--- src/rtl/pdw_pkg.sv ---
package pdw_pkg;
  localparam int NSRC    = 3;
  localparam int SRC_BUS = 0;
  localparam int SRC_A   = 1;
  localparam int SRC_B   = 2;

  typedef enum logic [1:0] {
    ST_RUN   = 2'd0,
    ST_SLEEP = 2'd1,
    ST_WARM  = 2'd2
  } pd_state_t;
endpackage

--- src/rtl/pdw_sync.sv ---
module pdw_sync #(
  parameter int W      = 3,
  parameter int STAGES = 2
) (
  input  logic         clk,
  input  logic         rst,
  input  logic [W-1:0] d,
  output logic [W-1:0] q
);
  logic [W-1:0] stg [STAGES];

  always_ff @(posedge clk) begin
    if (rst) stg[0] <= '0;
    else     stg[0] <= d;
  end

  for (genvar i = 1; i < STAGES; i++) begin : g_stage
    always_ff @(posedge clk) begin
      if (rst) stg[i] <= '0;
      else     stg[i] <= stg[i-1];
    end
  end

  assign q = stg[STAGES-1];
endmodule

--- src/rtl/pdw_wake_detect.sv ---
module pdw_wake_detect
  import pdw_pkg::*;
(
  input  logic [NSRC-1:0] lvl,
  input  logic [NSRC-1:0] pol,
  input  logic [NSRC-1:0] en,
  input  logic            b_gpio,
  output logic [NSRC-1:0] hit
);
  logic [NSRC-1:0] mask;

  for (genvar i = 0; i < NSRC; i++) begin : g_src
    if (i == SRC_B) begin : g_gpio_capable
      assign mask[i] = en[i] & ~b_gpio;
    end else begin : g_plain
      assign mask[i] = en[i];
    end
    assign hit[i] = mask[i] & ~(lvl[i] ^ pol[i]);
  end
endmodule

--- src/rtl/pdw_settle.sv ---
module pdw_settle #(
  parameter int CNT_W = 8
) (
  input  logic             clk,
  input  logic             rst,
  input  logic             load,
  input  logic [CNT_W-1:0] load_val,
  input  logic             run,
  output logic             done
);
  logic [CNT_W-1:0] cnt;

  always_ff @(posedge clk) begin
    if (rst)                 cnt <= '0;
    else if (load)           cnt <= load_val;
    else if (run && cnt != 0) cnt <= cnt - 1'b1;
  end

  assign done = (cnt == '0);
endmodule

--- src/rtl/pdwake_ctrl.sv ---
module pdwake_ctrl
  import pdw_pkg::*;
#(
  parameter int CNT_W       = 8,
  parameter int SYNC_STAGES = 2
) (
  input  logic             clk,
  input  logic             rst,
  input  logic             pctl_we,
  input  logic             pctl_pd_bit,
  input  logic             wk_pin_a,
  input  logic             wk_pin_b,
  input  logic             bus_act,
  input  logic             pll_lock,
  input  logic             cfg_pol_a,
  input  logic             cfg_pol_b,
  input  logic             cfg_b_gpio,
  input  logic [2:0]       cfg_en,
  input  logic [CNT_W-1:0] settle_cfg,
  input  logic [2:0]       stat_clr,
  output logic             osc_en,
  output logic             pll_en,
  output logic             clk_en,
  output logic             wake_irq,
  output logic [2:0]       wake_stat
);
  pd_state_t       state, nxt;
  logic [NSRC-1:0] raw, lvl, pol, hit;
  logic            settle_done, start_warm;

  assign raw[SRC_BUS] = bus_act;
  assign raw[SRC_A]   = wk_pin_a;
  assign raw[SRC_B]   = wk_pin_b;
  assign pol[SRC_BUS] = 1'b1;
  assign pol[SRC_A]   = cfg_pol_a;
  assign pol[SRC_B]   = cfg_pol_b;

  pdw_sync #(.W(NSRC), .STAGES(SYNC_STAGES)) u_sync (
    .clk(clk), .rst(rst), .d(raw), .q(lvl)
  );

  pdw_wake_detect u_det (
    .lvl(lvl), .pol(pol), .en(cfg_en), .b_gpio(cfg_b_gpio), .hit(hit)
  );

  assign start_warm = (state == ST_SLEEP) && (|hit);

  pdw_settle #(.CNT_W(CNT_W)) u_settle (
    .clk(clk), .rst(rst), .load(start_warm), .load_val(settle_cfg),
    .run(state == ST_WARM), .done(settle_done)
  );

  always_comb begin
    nxt = state;
    unique case (state)
      ST_RUN:   if (pctl_we && pctl_pd_bit) nxt = ST_SLEEP;
      ST_SLEEP: if (|hit) nxt = ST_WARM;
      ST_WARM:  if (settle_done && pll_lock) nxt = ST_RUN;
      default:  nxt = ST_RUN;
    endcase
  end

  always_ff @(posedge clk) begin
    if (rst) begin
      state     <= ST_RUN;
      osc_en    <= 1'b1;
      pll_en    <= 1'b1;
      clk_en    <= 1'b1;
      wake_irq  <= 1'b0;
      wake_stat <= '0;
    end else begin
      state     <= nxt;
      osc_en    <= (nxt != ST_SLEEP);
      pll_en    <= (nxt != ST_SLEEP);
      clk_en    <= (nxt == ST_RUN);
      wake_irq  <= (state == ST_WARM) && (nxt == ST_RUN);
      wake_stat <= (wake_stat & ~stat_clr) | (start_warm ? hit : '0);
    end
  end
endmodule

--- config.mk ---
export PLATFORM = sky130hd
export DESIGN_NAME = pdwake_ctrl
export DESIGN_NICKNAME = d
export VERILOG_FILES = /design/src/rtl/pdw_pkg.sv /design/src/rtl/pdw_sync.sv /design/src/rtl/pdw_wake_detect.sv /design/src/rtl/pdw_settle.sv /design/src/rtl/pdwake_ctrl.sv
export SDC_FILE = /design/constraint.sdc
export NUM_CORES = 1
export LEC_CHECK = 0
export ABC_AREA = 1
export BUFFER_PORTS_ARGS = -buffer_cell sky130_fd_sc_hd__buf_4
export CORE_UTILIZATION = 55
export DETAILED_ROUTE_END_ITERATION = 6
export HOLD_SLACK_MARGIN = 0.15
export PLACE_DENSITY_LB_ADDON = 0.08
export SLEW_MARGIN = 15
export SYNTH_ARGS = -nofsm -noshare
export SYNTH_HDL_FRONTEND = slang
export SYNTH_HIERARCHICAL = 1
export SYNTH_SLANG_ARGS = --single-unit
--- constraint.sdc ---
create_clock -name clk -period 3.09 [get_ports clk]
set_input_delay 0.4635 -clock clk [delete_from_list [all_inputs] [get_ports clk]]
set_output_delay 0.4635 -clock clk [all_outputs]
set_load 0.05 [all_outputs]
==> flow_metrics.tcl, run 1 <==
set metrics [dict create \
    setup_tns_ns 0 \
    grt-ovfl-total 0 \
    yosys.area.top_type_share_pct 37.5 \
    ir_drop_mv 0.421 \
    setup.worst_path.start "u_sync/stg[1][2]$_SDFF_PP0_" \
    synth_top_area_cell "dfxtp_1" \
    power.clock.fraction_pct 22.5 \
    dpl.hpwl_um 1810 \
    netlist_top_cells_area "dfxtp_1 38%, nand2_1 17%, inv_1 9.6%" \
    cts.hold.buffers_added 0 \
    finalWorstPathRequiredPeriod_ns 1.73 \
    remaining_drc_errors 0 \
    setup_violations 0 \
    finalPower_uw 700 \
    synth_cell_type_count 21 \
    grt_max_degree 19 \
    port-buffer-count 31 \
    antennaDiodeCount 0 \
    post_cts.resized_instances 0 \
    proportion_of_power_drawn_by_flip_flops_and_latches_pct 45.3 \
    synth.avg_cell_area_um2 6.31 \
    tritoncts "done" \
    buffers_inserted_during_post_cts_setup_optimization 0 \
    rsz_0062_raised_after_global_routing "no" \
    drt_pre_antenna_iters 4 \
    run_status "complete, no violations" \
    fp.dieW_um 48.2 \
    crit-reg2reg-launch "u_sync/stg[1][2]$_SDFF_PP0_" \
    startpoint_type "register" \
    die_area_mm2 0.00232 \
    initial_drt_markers 51 \
    crit_path_max_fanout 10 \
    dp_cells 242 \
    end_kind "register" \
    p_per_area_mw_per_mm2 478 \
    finalWirelength_um 2380 \
    leakagePower_nw 0.779 \
    fmax_ghz 0.577 \
    max_cap_violations 0 \
    netlist_area_mm2 0.00117 \
    synth-seq-area-share_pct 37.5 \
    clock-skew-final_ns 0.00156 \
    grt_pass1_wl_um 3990 \
    placement_row_count 16 \
    floorplan.core_area_mm2 0.00198 \
    fillerInstances 185 \
    clock_transition_at_the_register_clock_pins_on_the_worst_setup_and_hold_paths_after_cts_ns 0.12 \
    route.vias.total 1177 \
    ant_nets 0 \
    cts_root_buffer "clkbuf_4" \
    comb_power_share_pct 32.2 \
    final_common_cell "nand2_1" \
    drive_gt1_share_pct 25.6 \
    wire_per_inst_um 9.66 \
    worst-endpoint-required_ns 3.29 \
    path_class "reg -> reg" \
    number_of_synthesized_register_bits 22 \
    final_nets 247 \
    cellInternalPower_uw 462 \
    grt_util_overall_pct 24.4 \
    hold_viol 0 \
    switching_share_pct 34.0 \
    ys.warnings.count 6 \
    antenna_found_initial 0 \
    first_global_vias 1007 \
    maximum_buffer_depth_of_the_clock_tree 2 \
    drt-vias-per-instance 4.78 \
    globalplace.congestion 0.887 \
    switching_power_uw 238 \
    initial_utilization_pct 59.2 \
    finish.cell_count_without_fillers 246 \
    multi_input_area_um2 582 \
    layout_worst_path_cycle_share_pct 56.1 \
    top_level_ports 32 \
    numCtsBuffers 3 \
    cts_sinks 22 \
    syn_nets 213 \
    min-delay-path-class "in -> reg" \
    cp_data_arrival_time_ns 1.93 \
    htreeDepth 1 \
    syn-instance-count 186 \
    final-seq-area_um2 440 \
    final_max_slew_viol_count 0 \
    floorplan.die.height_um 48.2 \
    synthToLayoutAreaGrowth_pct 24.8 \
    hp-start "wk_pin_b" \
    most-common-layout-cells "52 x nand2_1, 31 x buf_4, 30 x inv_1, 25 x nor2_1, 22 x dfxtp_1" \
    clk_latency_ns 0.30 \
]
Yosys cell counts (all sizes together):
cell    count
nand2      61
inv        36
nor2       30
dfxtp      22
nand3      15
a21oi       7
o21ai       4
ha          2
nand4       2
nor3        2
buf         1
clkbuf      1
clkinv      1
conb        1
xnor2       1
critical path, stage by stage (launching register included):
cell and delay (ns):
dfxtp_1 0.35, inv_1 0.04, nand2_1 0.05, nand2_1 0.06
nor2_2 0.09, inv_1 0.04, nand2_1 0.07, nand2_1 0.08
inv_1 0.24, inv_2 0.17, nand3_1 0.17, nor2_1 0.06
nor2_1 0.14, nor2_1 0.07
worst paths after layout:
check                                               endpoint  slack (ns)  cells after the start
worst max register to register  u_settle/cnt[7]$_SDFFE_PP0P_        1.36                     13
worst max-delay path            u_settle/cnt[7]$_SDFFE_PP0P_        1.36                     13
worst min register to register   u_sync/stg[1][2]$_SDFF_PP0_        0.41                      2
worst min-delay path             u_sync/stg[0][2]$_SDFF_PP0_        0.35                      3
cell type report:
| cell class | count | share of cell area, % |
|---|---|---|
| multi-input combinational | 125 | 39.7 |
| clock buffer | 4 | 2.48 |
| timing repair buffer | 31 | 15.9 |
| sequential | 22 | 30.1 |
| inverter | 37 | 9.56 |
| tap | 27 | 2.31 |
flip-flops by register name, summed over array words and instances (netlist names):
signal and flops:
wake_stat 3, u_sync/stg 6, clk_en 1, u_settle/cnt 8, state 2, pll_en 1, wake_irq 1
layer usage:
metal	global-route usage [%]	routed length, µm	part of all wire [%]	vias up
li1	-	-	-	619
met1	30.3	1020	43	492
met2	41.1	1130	48	54
met3	3.33	150	6.3	12
met4	11.7	75	3.2	0
met5	0	0	0	-
cells by family (layout without fill, tap and decap cells):
family                   after synthesis  in the layout  share of synthesized area, %
XOR/XNOR                               1              1                         0.746
other                                  1              1                         0.320
AND/OR/NAND/NOR                      110            110                          41.7
buffers and inverters                 39             72                          12.9
flip-flops                            22             22                          37.5
adder cells (fa/ha/maj)                2              2                          2.13
AO/OA/AOI/OAI                         11             11                          4.69
power groups by stage:
stage               clock, mW  sequential [mW]  combinational, mW
CTS                     0.160            0.317              0.224
detailed placement          0            0.324              0.222
global route            0.176            0.321              0.255
floorplan                   0            0.334              0.150
global placement            0            0.323              0.217
finish                  0.157            0.317              0.225
stage by stage:
step	util, %	instance area (µm²)	setup WS (ns)	hold WS [ns]
final	73.9	1470	1.36	0.353
after CTS	73.9	1470	1.36	0.352
after global placement	72.1	1430	1.26	0.390
after global routing	73.9	1470	1.16	0.342
after floorplan	-	1170	1.38	0.388
after detailed placement	72.1	1430	1.17	0.398
No activity file was read; power rests on OpenSTA's default activity.
==> inputs of run 2 (changes only) <==
- CORE_UTILIZATION: 55 -> 46
- clock period: 3.09 -> 1.5 ns (I/O delays scaled with it)
==> run 2 against run 1 <==
Against the previous run:
- clock skew up 0.0054 ns
- register-to-register slack worse by 1.2 ns
- core utilization is 7.6 points lower
- largest power group unchanged
- cell count rose by 2.4%
- worst hold slack got worse by 0.19 ns
- total power grew 98%
- global-route usage fell by 4.1 points
- sequential cell count stayed put
==> flow_metrics.tcl, run 2 (synthesized netlist as in run 1, its figures left out) <==
set metrics [dict create \
    biggest_registers_after_layout "u_settle/cnt x8, u_sync/stg x6, wake_stat x3" \
    rsz_0062_raised_after_global_routing "no" \
    antennaDiodeCount 0 \
    route.vias.total 1167 \
    cts_root_buffer "clkbuf_4" \
    utilization_pct 66.3 \
    post-route-cell-area_mm2 0.00152 \
    placement_row_count 17 \
    finalWorstPathRequiredPeriod_ns 1.34 \
    max_cap_violations 0 \
    floorplan.die.height_um 52.5 \
    setup_ws_ns 0.158 \
    clk_latency_ns 0.29 \
    registers.top_by_ff_count "u_settle/cnt" \
    drive_gt1_share_pct 29.0 \
    final.hold.worst_slack_ns 0.164 \
    grt-ovfl-total 0 \
    finish.cell_count_without_fillers 252 \
    wire_per_inst_um 9.23 \
    cp_data_arrival_time_ns 1.57 \
    crit_path_max_fanout 5 \
    final_max_slew_viol_count 0 \
    fmax_ghz 0.745 \
    fillerInstances 205 \
    synthToLayoutAreaGrowth_pct 29.7 \
    clock-skew-final_ns 0.00691 \
    drt_pre_antenna_iters 4 \
    leakagePower_nw 0.802 \
    grt_util_overall_pct 20.2 \
    cts_sinks 22 \
    finalWirelength_um 2330 \
    fp.dieW_um 52.5 \
    final_common_cell "nand2_1" \
    ir_drop_mv 0.792 \
    htreeDepth 1 \
    place_area_mm2 0.00144 \
    final_nets 253 \
    layout_worst_path_cycle_share_pct 89.5 \
    first_global_vias 1049 \
    initial_drt_markers 23 \
    drt-vias-per-instance 4.63 \
    path_class "reg -> reg" \
    grt_pass1_wl_um 4070 \
    dp_cells 244 \
    remaining_drc_errors 0 \
    finalPower_mw 1.39 \
    startpoint_type "register" \
    setup_tns_ns 0 \
    largest_register_ff_count 8 \
    hold_viol 0 \
    most-common-layout-cells "49 x nand2_1, 32 x buf_4, 28 x inv_1, 25 x nor2_1, 21 x dfxtp_1" \
    top_level_ports 32 \
    initial_utilization_pct 51.1 \
    tritoncts "done" \
    place_ws_ns 0.0171 \
    maximum_buffer_depth_of_the_clock_tree 2 \
    numCtsBuffers 3 \
    ant_nets 0 \
    run_status "complete, no violations" \
    min-delay-path-class "in -> reg" \
    setup_violations 0 \
    port-buffer-count 31 \
    globalplace.congestion 0.864 \
    dpl.hpwl_um 1820 \
    worst-endpoint-required_ns 1.73 \
    end_kind "register" \
    floorplan.core_area_mm2 0.00230 \
    die_area_mm2 0.00276 \
    antenna_found_initial 0 \
    clock_transition_at_the_register_clock_pins_on_the_worst_setup_and_hold_paths_after_cts_ns 0.11 \
    p_per_area_mw_per_mm2 913 \
    grt_max_degree 19 \
]
## run 2: cell types whose count changed in the layout (fill, tap and decap cells not counted), sizes merged
cell         delta
clkbuf          -1
buf             +3
inv             +1
clkinv          -1
dlygate4sd3     +3
## run 2: area by class of cell
cell class                      count  area [µm²]  share of cell area [%]
Timing Repair Buffer               37         287                    18.8
Sequential cell                    22         442                    29.0
Tap cell                           28        35.0                    2.30
Multi-Input combinational cell    125         593                    38.9
Inverter                           37         144                    9.45
Clock buffer                        3        22.5                    1.48
## run 2: critical path: stages, from the launching register on
cell and delay [ns]:
dfxtp_2 0.34, inv_1 0.03, nand2_1 0.04, nand2_1 0.05, nor2_2 0.12, inv_1 0.06
nand2_2 0.07, nand2_2 0.06, inv_2 0.09, buf_6 0.12, nand2_1 0.05, o21ai_1 0.07
nand2_1 0.06, a21oi_1 0.11
## run 2: final timing paths
| path | start | to | slack (ns) | depth (start not counted) |
|---|---|---|---|---|
| setup / recovery | u_sync/stg[1][2]$_SDFF_PP0_ | u_settle/cnt[2]$_SDFFE_PP0P_ | 0.16 | 13 |
| hold / removal | stat_clr[0] | wake_stat[0]$_SDFF_PP0_ | 0.16 | 4 |
| setup reg to reg | u_sync/stg[1][2]$_SDFF_PP0_ | u_settle/cnt[2]$_SDFFE_PP0P_ | 0.16 | 13 |
| hold reg to reg | u_sync/stg[0][2]$_SDFF_PP0_ | u_sync/stg[1][2]$_SDFF_PP0_ | 0.40 | 2 |
## run 2: routing by layer
| metal | global-route usage, % | share of wire (%) |
|---|---|---|
| met5 | 0 | 0 |
| met4 | 5.26 | 0.69 |
| met3 | 6.09 | 5.1 |
| met2 | 33.3 | 47 |
| met1 | 25.4 | 48 |
## run 2: timing repair
| item | CTS | global route |
|---|---|---|
| gates resized for setup | 0 | 11 |
| endpoints found under the setup margin | 0 | 8 |
| hold buffers | 3 | 0 |
| setup buffers | 0 | 1 |
| endpoints found under the hold margin | 3 | 0 |
## run 2: power by group
group	leakage, nW	total, mW	internal [mW]	switching, mW
logic	0.607	0.484	0.196	0.287
registers	0.180	0.654	0.623	0.0307
clock network	0.0138	0.252	0.0934	0.159
total	0.802	1.39	0.913	0.477
